File: config.mk
export PLATFORM = sky130hd
export DESIGN_NAME = lp_chan_seq
export DESIGN_NICKNAME = d
export VERILOG_FILES = /design/src/rtl/lp_chan_seq_pkg.sv /design/src/rtl/lp_chan_seq_dp.sv /design/src/rtl/lp_chan_seq_ctrl.sv /design/src/rtl/lp_chan_seq.sv
export SDC_FILE = /design/constraint.sdc
export NUM_CORES = 1
export LEC_CHECK = 0
export CORE_MARGIN = 8
export CORE_UTILIZATION = 48
export CTS_CLUSTER_DIAMETER = 150
export DETAILED_ROUTE_END_ITERATION = 8
export PLACE_DENSITY = 0.74
export SYNTH_ARGS = -nofsm -noshare
export SYNTH_HDL_FRONTEND = slang
export SYNTH_SLANG_ARGS = --single-unit
File: constraint.sdc
create_clock -name clk -period 2 [get_ports clk]
set_clock_uncertainty 0.15 [all_clocks]
set_input_delay 0.4 -clock clk [delete_from_list [all_inputs] [get_ports clk]]
set_output_delay 0.4 -clock clk [all_outputs]
set_load 0.03 [all_outputs]
File: src/rtl/lp_chan_seq_pkg.sv
package lp_chan_seq_pkg;

  typedef enum logic [2:0] {
    ST_IDLE,
    ST_CLK_WAIT,
    ST_ACC_WAIT,
    ST_ACT_WAIT,
    ST_DROP_WAIT
  } seqState_t;

  // strobes from control to datapath, all single-cycle
  typedef struct packed {
    logic restartWait;
    logic useClkLimit;
    logic clrOuter;
    logic incOuter;
    logic setReq;
    logic clrReq;
    logic forceClk;
    logic clrErrs;
    logic setErrEn;
    logic setErrClk;
    logic setErrTd;
    logic pulseDone;
  } seqStrobe_t;

endpackage

File: src/rtl/lp_chan_seq_dp.sv
module lp_chan_seq_dp
  import lp_chan_seq_pkg::*;
#(
  parameter int CYC_PER_US  = 8,
  parameter int POLL_US     = 5,
  parameter int POLL_LIMIT  = 10,
  parameter int CLK_LIMIT   = 10,
  parameter int OUTER_TRIES = 10
) (
  input  logic       clk,
  input  logic       rstN,
  input  seqStrobe_t stb,
  output logic       sampleTick,
  output logic       lastSample,
  output logic       lastOuter,
  output logic       chanReq,
  output logic       forceClkOn,
  output logic       pwrCtlBypass,
  output logic       done,
  output logic       errEnTimeout,
  output logic       errClkTimeout,
  output logic       errTakedown
);

  localparam int POLL_CYC = CYC_PER_US * POLL_US;
  localparam int CYC_W    = $clog2(POLL_CYC + 1);
  localparam int SAMP_MAX = (POLL_LIMIT > CLK_LIMIT) ? POLL_LIMIT : CLK_LIMIT;
  localparam int SAMP_W   = $clog2(SAMP_MAX + 1);
  localparam int OUT_W    = $clog2(OUTER_TRIES + 1);

  logic [CYC_W-1:0]  pollCyc;
  logic [SAMP_W-1:0] sampleCnt;
  logic [OUT_W-1:0]  outerCnt;
  logic              limSel;

  assign sampleTick = (pollCyc == CYC_W'(POLL_CYC - 1));
  assign lastSample = sampleTick &&
    (sampleCnt == (limSel ? SAMP_W'(CLK_LIMIT - 1) : SAMP_W'(POLL_LIMIT - 1)));
  assign lastOuter  = (outerCnt == OUT_W'(OUTER_TRIES - 1));

  // poll interval timer and per-wait sample counter
  always_ff @(posedge clk or negedge rstN) begin
    if (!rstN) begin
      pollCyc   <= '0;
      sampleCnt <= '0;
      limSel    <= 1'b0;
    end else if (stb.restartWait) begin
      pollCyc   <= '0;
      sampleCnt <= '0;
      limSel    <= stb.useClkLimit;
    end else if (sampleTick) begin
      pollCyc   <= '0;
      sampleCnt <= sampleCnt + SAMP_W'(1);
    end else begin
      pollCyc   <= pollCyc + CYC_W'(1);
    end
  end

  // takedown attempt counter
  always_ff @(posedge clk or negedge rstN) begin
    if (!rstN)             outerCnt <= '0;
    else if (stb.clrOuter) outerCnt <= '0;
    else if (stb.incOuter) outerCnt <= outerCnt + OUT_W'(1);
  end

  // channel and clock controls
  always_ff @(posedge clk or negedge rstN) begin
    if (!rstN) begin
      chanReq      <= 1'b0;
      forceClkOn   <= 1'b0;
      pwrCtlBypass <= 1'b1;
      done         <= 1'b0;
    end else begin
      if (stb.setReq)      chanReq <= 1'b1;
      else if (stb.clrReq) chanReq <= 1'b0;
      if (stb.forceClk) begin
        forceClkOn   <= 1'b1;
        pwrCtlBypass <= 1'b0;
      end
      done <= stb.pulseDone;
    end
  end

  // sticky error flags
  always_ff @(posedge clk or negedge rstN) begin
    if (!rstN) begin
      errEnTimeout  <= 1'b0;
      errClkTimeout <= 1'b0;
      errTakedown   <= 1'b0;
    end else if (stb.clrErrs) begin
      errEnTimeout  <= 1'b0;
      errClkTimeout <= 1'b0;
      errTakedown   <= 1'b0;
    end else begin
      if (stb.setErrEn)  errEnTimeout  <= 1'b1;
      if (stb.setErrClk) errClkTimeout <= 1'b1;
      if (stb.setErrTd)  errTakedown   <= 1'b1;
    end
  end

endmodule

File: src/rtl/lp_chan_seq_ctrl.sv
module lp_chan_seq_ctrl
  import lp_chan_seq_pkg::*;
(
  input  logic       clk,
  input  logic       rstN,
  input  logic       featureEn,
  input  logic       cmdValid,
  input  logic       cmdDisable,
  input  logic       clkOff,
  input  logic       chanAccept,
  input  logic       chanDeny,
  input  logic       chanActive,
  input  logic       sampleTick,
  input  logic       lastSample,
  input  logic       lastOuter,
  output seqStrobe_t stb,
  output logic       busy
);

  seqState_t st, nxt;

  always_ff @(posedge clk or negedge rstN) begin
    if (!rstN) st <= ST_IDLE;
    else       st <= nxt;
  end

  assign busy = (st != ST_IDLE);

  always_comb begin
    stb = '0;
    nxt = st;
    unique case (st)
      ST_IDLE: begin
        if (cmdValid) begin
          stb.clrErrs = 1'b1;
          if (!featureEn) begin
            stb.pulseDone = 1'b1;
          end else if (!cmdDisable) begin
            stb.forceClk    = 1'b1;
            stb.restartWait = 1'b1;
            stb.useClkLimit = 1'b1;
            nxt             = ST_CLK_WAIT;
          end else begin
            stb.restartWait = 1'b1;
            stb.clrOuter    = 1'b1;
            nxt             = ST_ACT_WAIT;
          end
        end
      end
      ST_CLK_WAIT: begin
        if (sampleTick) begin
          if (!clkOff) begin
            stb.setReq      = 1'b1;
            stb.restartWait = 1'b1;
            nxt             = ST_ACC_WAIT;
          end else if (lastSample) begin
            stb.setErrClk = 1'b1;
            stb.pulseDone = 1'b1;
            nxt           = ST_IDLE;
          end
        end
      end
      ST_ACC_WAIT: begin
        if (sampleTick) begin
          if (chanAccept) begin
            stb.pulseDone = 1'b1;
            nxt           = ST_IDLE;
          end else if (lastSample) begin
            stb.setErrEn  = 1'b1;
            stb.pulseDone = 1'b1;
            nxt           = ST_IDLE;
          end
        end
      end
      ST_ACT_WAIT: begin
        // a timeout on idle does not abort: the request drops anyway
        if (sampleTick && (!chanActive || lastSample)) begin
          stb.clrReq      = 1'b1;
          stb.restartWait = 1'b1;
          nxt             = ST_DROP_WAIT;
        end
      end
      ST_DROP_WAIT: begin
        if (sampleTick) begin
          if (chanDeny) begin
            stb.setReq = 1'b1;
            if (lastOuter) begin
              stb.setErrTd  = 1'b1;
              stb.pulseDone = 1'b1;
              nxt           = ST_IDLE;
            end else begin
              stb.incOuter    = 1'b1;
              stb.restartWait = 1'b1;
              nxt             = ST_ACT_WAIT;
            end
          end else if (!chanAccept) begin
            stb.pulseDone = 1'b1;
            nxt           = ST_IDLE;
          end else if (lastSample) begin
            stb.setErrTd  = 1'b1;
            stb.pulseDone = 1'b1;
            nxt           = ST_IDLE;
          end
        end
      end
      default: nxt = ST_IDLE;
    endcase
  end

endmodule

File: src/rtl/lp_chan_seq.sv
module lp_chan_seq
  import lp_chan_seq_pkg::*;
#(
  parameter int CYC_PER_US  = 8,
  parameter int POLL_US     = 5,
  parameter int POLL_LIMIT  = 10,
  parameter int CLK_LIMIT   = 10,
  parameter int OUTER_TRIES = 10
) (
  input  logic clk,
  input  logic rstN,
  input  logic featureEn,
  input  logic cmdValid,
  input  logic cmdDisable,
  input  logic clkOff,
  input  logic chanAccept,
  input  logic chanDeny,
  input  logic chanActive,
  output logic chanReq,
  output logic forceClkOn,
  output logic pwrCtlBypass,
  output logic busy,
  output logic done,
  output logic errEnTimeout,
  output logic errClkTimeout,
  output logic errTakedown
);

  seqStrobe_t stb;
  logic       sampleTick;
  logic       lastSample;
  logic       lastOuter;

  lp_chan_seq_ctrl ctrl_i (
    .clk        (clk),
    .rstN       (rstN),
    .featureEn  (featureEn),
    .cmdValid   (cmdValid),
    .cmdDisable (cmdDisable),
    .clkOff     (clkOff),
    .chanAccept (chanAccept),
    .chanDeny   (chanDeny),
    .chanActive (chanActive),
    .sampleTick (sampleTick),
    .lastSample (lastSample),
    .lastOuter  (lastOuter),
    .stb        (stb),
    .busy       (busy)
  );

  lp_chan_seq_dp #(
    .CYC_PER_US  (CYC_PER_US),
    .POLL_US     (POLL_US),
    .POLL_LIMIT  (POLL_LIMIT),
    .CLK_LIMIT   (CLK_LIMIT),
    .OUTER_TRIES (OUTER_TRIES)
  ) dp_i (
    .clk           (clk),
    .rstN          (rstN),
    .stb           (stb),
    .sampleTick    (sampleTick),
    .lastSample    (lastSample),
    .lastOuter     (lastOuter),
    .chanReq       (chanReq),
    .forceClkOn    (forceClkOn),
    .pwrCtlBypass  (pwrCtlBypass),
    .done          (done),
    .errEnTimeout  (errEnTimeout),
    .errClkTimeout (errClkTimeout),
    .errTakedown   (errTakedown)
  );

endmodule

==> impl_metrics.toml <==
[grt]
grt_overflow = 0
met1_usage_pct = 16.8
antenna_found_initial = 0
grt_max_degree = 25
grt_pass1_vias = 1184
grt_pass1_wl_mm = 5.13
grt_use_met2_pct = 24.6
busiest_layer = "met2"
use_met3_pct = 3.11
grt_use_total_pct = 14.3

[finish]
fillers = 231
utilization_pct = 62.3
final_nets = 188
antenna_cells = 0
syn2layout_area_growth_pct = 27.5
drive_gt1_share_pct = 17.3
seqCellArea_um2 = 602
multi_input_area_um2 = 674
fin_area_um2 = 1660

[sta]
fin_crit_sh_pct = 98.5
setup_viol = 0
rsz0062_at_grt = "yes"
fin_crit_ps = 1970
slew_viol_final = 0
fin_setup_tns_ps = 0
holdWs_ps = 266
max_slew_margin_pct = 76.1
clock.fmax_mhz = 508
worst_pin_slew_ps = 349
finalHoldViolCount = 0

[detailed_routing]
avgViaCountPerCell = 5.50
wirelength_mm = 2.97
final_antenna_net_count = 0
drtIter0Drc = 57
route.vias.total = 1122
drc = 0
drt_pass1_iterations = 4
wl_per_cell_um = 14.6

[clock_tree]
cts-root-buf = "clkbuf_4"
htreeDepth = 1
path_clk_slew_ps = 140
cts.sinks = 24
ctsLongestPathBuffers = 2
cts_made_buffers = 3
cts_tree = "done"
clock_latency_ps = 320

[power_and_ir_drop]
leakagePower_nw = 0.761
power_density_nw_per_um2 = 1060
finalPower_mw = 1.75
ir_drop_uv = 770

[synthesis]
syn_nets = 153
ys_seq_elements = 24
synth_cells = 139
syn_area_per_cell_um2 = 9.36
yosysWarnings = 0
syn-cell-area_um2 = 1300
synth_cell_type_count = 39
ys_seq_area_share_pct = 46.3

[placed_design]
dp_hpwl_mm = 2.34
dpl_cell_area_um2 = 1610
place.gp.congestion = 0.916
io_buffers = 16

[setup_path]
worstPathMaxFanout = 4
startpoint_type = "flip-flop"
required_ps = 2060
crit_arrival_ps = 2030
critPathKind = "reg2reg"
end_kind = "flip-flop"

[floorplanning]
fp-row-count = 19
die-area_um2 = 4630
die_w_um = 68.1
fp.dieH_um = 68.1
start_util_pct = 48.9
ioPinCount = 17
coreArea_um2 = 2660

[outcome]
status = "completed"

[job]
drv_cap = 0

[hold_path]
hp-class = "in2async"
-- sequential cells by signal, summed over array words and instances, names as in the netlist --
name	flops
dp_i.pwrCtlBypass	1
dp_i.forceClkOn	1
dp_i.outerCnt	4
dp_i.done	1
dp_i.errEnTimeout	1
dp_i.errClkTimeout	1
dp_i.chanReq	1
dp_i.errTakedown	1
ctrl_i.st	3
dp_i.pollCyc	6
dp_i.sampleCnt	4
-- area by class of cell --
class                      instances  share of cell area, %
inverter                           6                   1.36
sequential                        24                   36.3
clock buffer                       4                   1.58
timing repair buffer              34                   17.8
multi-input combinational        105                   40.6
tap                               31                   2.34
-- power by group --
part,internal [mW],switching [mW]
Sequential,0.621,0.102
Combinational,0.388,0.420
Clock,0.0779,0.144
Total,1.09,0.667
-- what timing repair did --
action | in CTS | in global routing
hold buffers | 0 | 0
setup endpoints to repair | 4 | 10
resized for setup | 4 | 4
buffers inserted | 0 | 1
pin swaps | 1 | 0
-- worst max-delay path, cell delays in order, from the launching register on --
cell and delay [ps]:
dfrtp_1 400, or3b_4 420, or2_4 260, a2111o_1 410, a22o_1 250
-- synthesized netlist by cell type (all sizes together) --
cell type  count  area share [%]
o221ai         1            0.67
xor2           7             4.7
a2111oi        2             1.3
or3b           1            0.87
o21bai         1            0.58
and2           1            0.48
a211oi         2             1.2
and3b          1            0.67
or3            1            0.48
a22o           1            0.67
or2            1            0.67
buf            1            0.38
nor3b          1            0.58
o211ai         2             1.2
ha             5             4.8
nor2          21             6.1
and3           2            0.96
a21oi          6             2.3
nand3b         3             1.7
xnor2          3             2.0
nand2b         2            0.96
nor2b          2            0.96
o22ai          1            0.48
nand2         11             3.2
clkbuf         3            0.87
inv            6             1.7
nand3          8             3.5
dfrtp         23              44
nand4          2            0.96
dfstp          1             2.0
o21a           3             1.7
o21ai          3             1.2
a21o           1            0.58
mux2i          1            0.77
nor3           7             3.1
o2bb2ai        1            0.67
a2111o         1            0.87
-- per-stage QoR --
stage,setup slack [ps],cells
6_report,30.2,204
5_1_grt,-51.2,204
4_1_cts,1.21,203
3_5_place_dp,-15.7,199
3_3_place_gp,7.80,199
2_1_floorplan,52.7,139
-- layer usage --
layer / up-vias / wire [um] / share of wire (%)
li1: 554 / - / -
met1: 541 / 1260 / 43
met2: 23 / 1530 / 51
met3: 4 / 154 / 5.2
met4: 0 / 27 / 0.91
met5: - / 0 / 0
-- cell usage in the layout (no fill, tap or decap), drive strengths merged, types with 2 or more instances in the layout --
cell / count
nand4: 2
a21oi: 6
xnor2: 3
nor3: 7
o21ai: 3
o211ai: 2
clkdlybuf4s50: 14
inv: 6
buf: 18
o21a: 3
nand3b: 3
a211oi: 2
ha: 5
a2111oi: 2
nand2: 11
clkbuf: 4
xor2: 7
and3: 2
nand2b: 2
nor2: 21
nand3: 8
nor2b: 2
dfrtp: 23
-- final timing paths --
check	endpoint	cells past startpoint	from	slack, ps
setup / recovery	dp_i.chanReq	4	dp_i.pollCyc[4]	30
hold / removal	dp_i.sampleCnt[2]	2	rstN	270
setup reg to reg	dp_i.chanReq	4	dp_i.pollCyc[4]	30
hold reg to reg	dp_i.pwrCtlBypass	1	dp_i.pwrCtlBypass	320
max in group asynchronous	dp_i.pwrCtlBypass	2	rstN	1130
min in group clk	dp_i.pwrCtlBypass	1	dp_i.pwrCtlBypass	320
-- cells by family (layout without fill, tap and decap cells) --
kind of cell	Yosys count	in the layout	synth area share, %
compound gates	25	25	13.4
flops	24	24	46.3
mux	1	1	0.769
fa+ha+maj	5	5	4.81
buf+inv	10	44	2.98
simple gates	64	64	25.1
xor+xnor	10	10	6.73
Power figures use the tool's default switching activity.
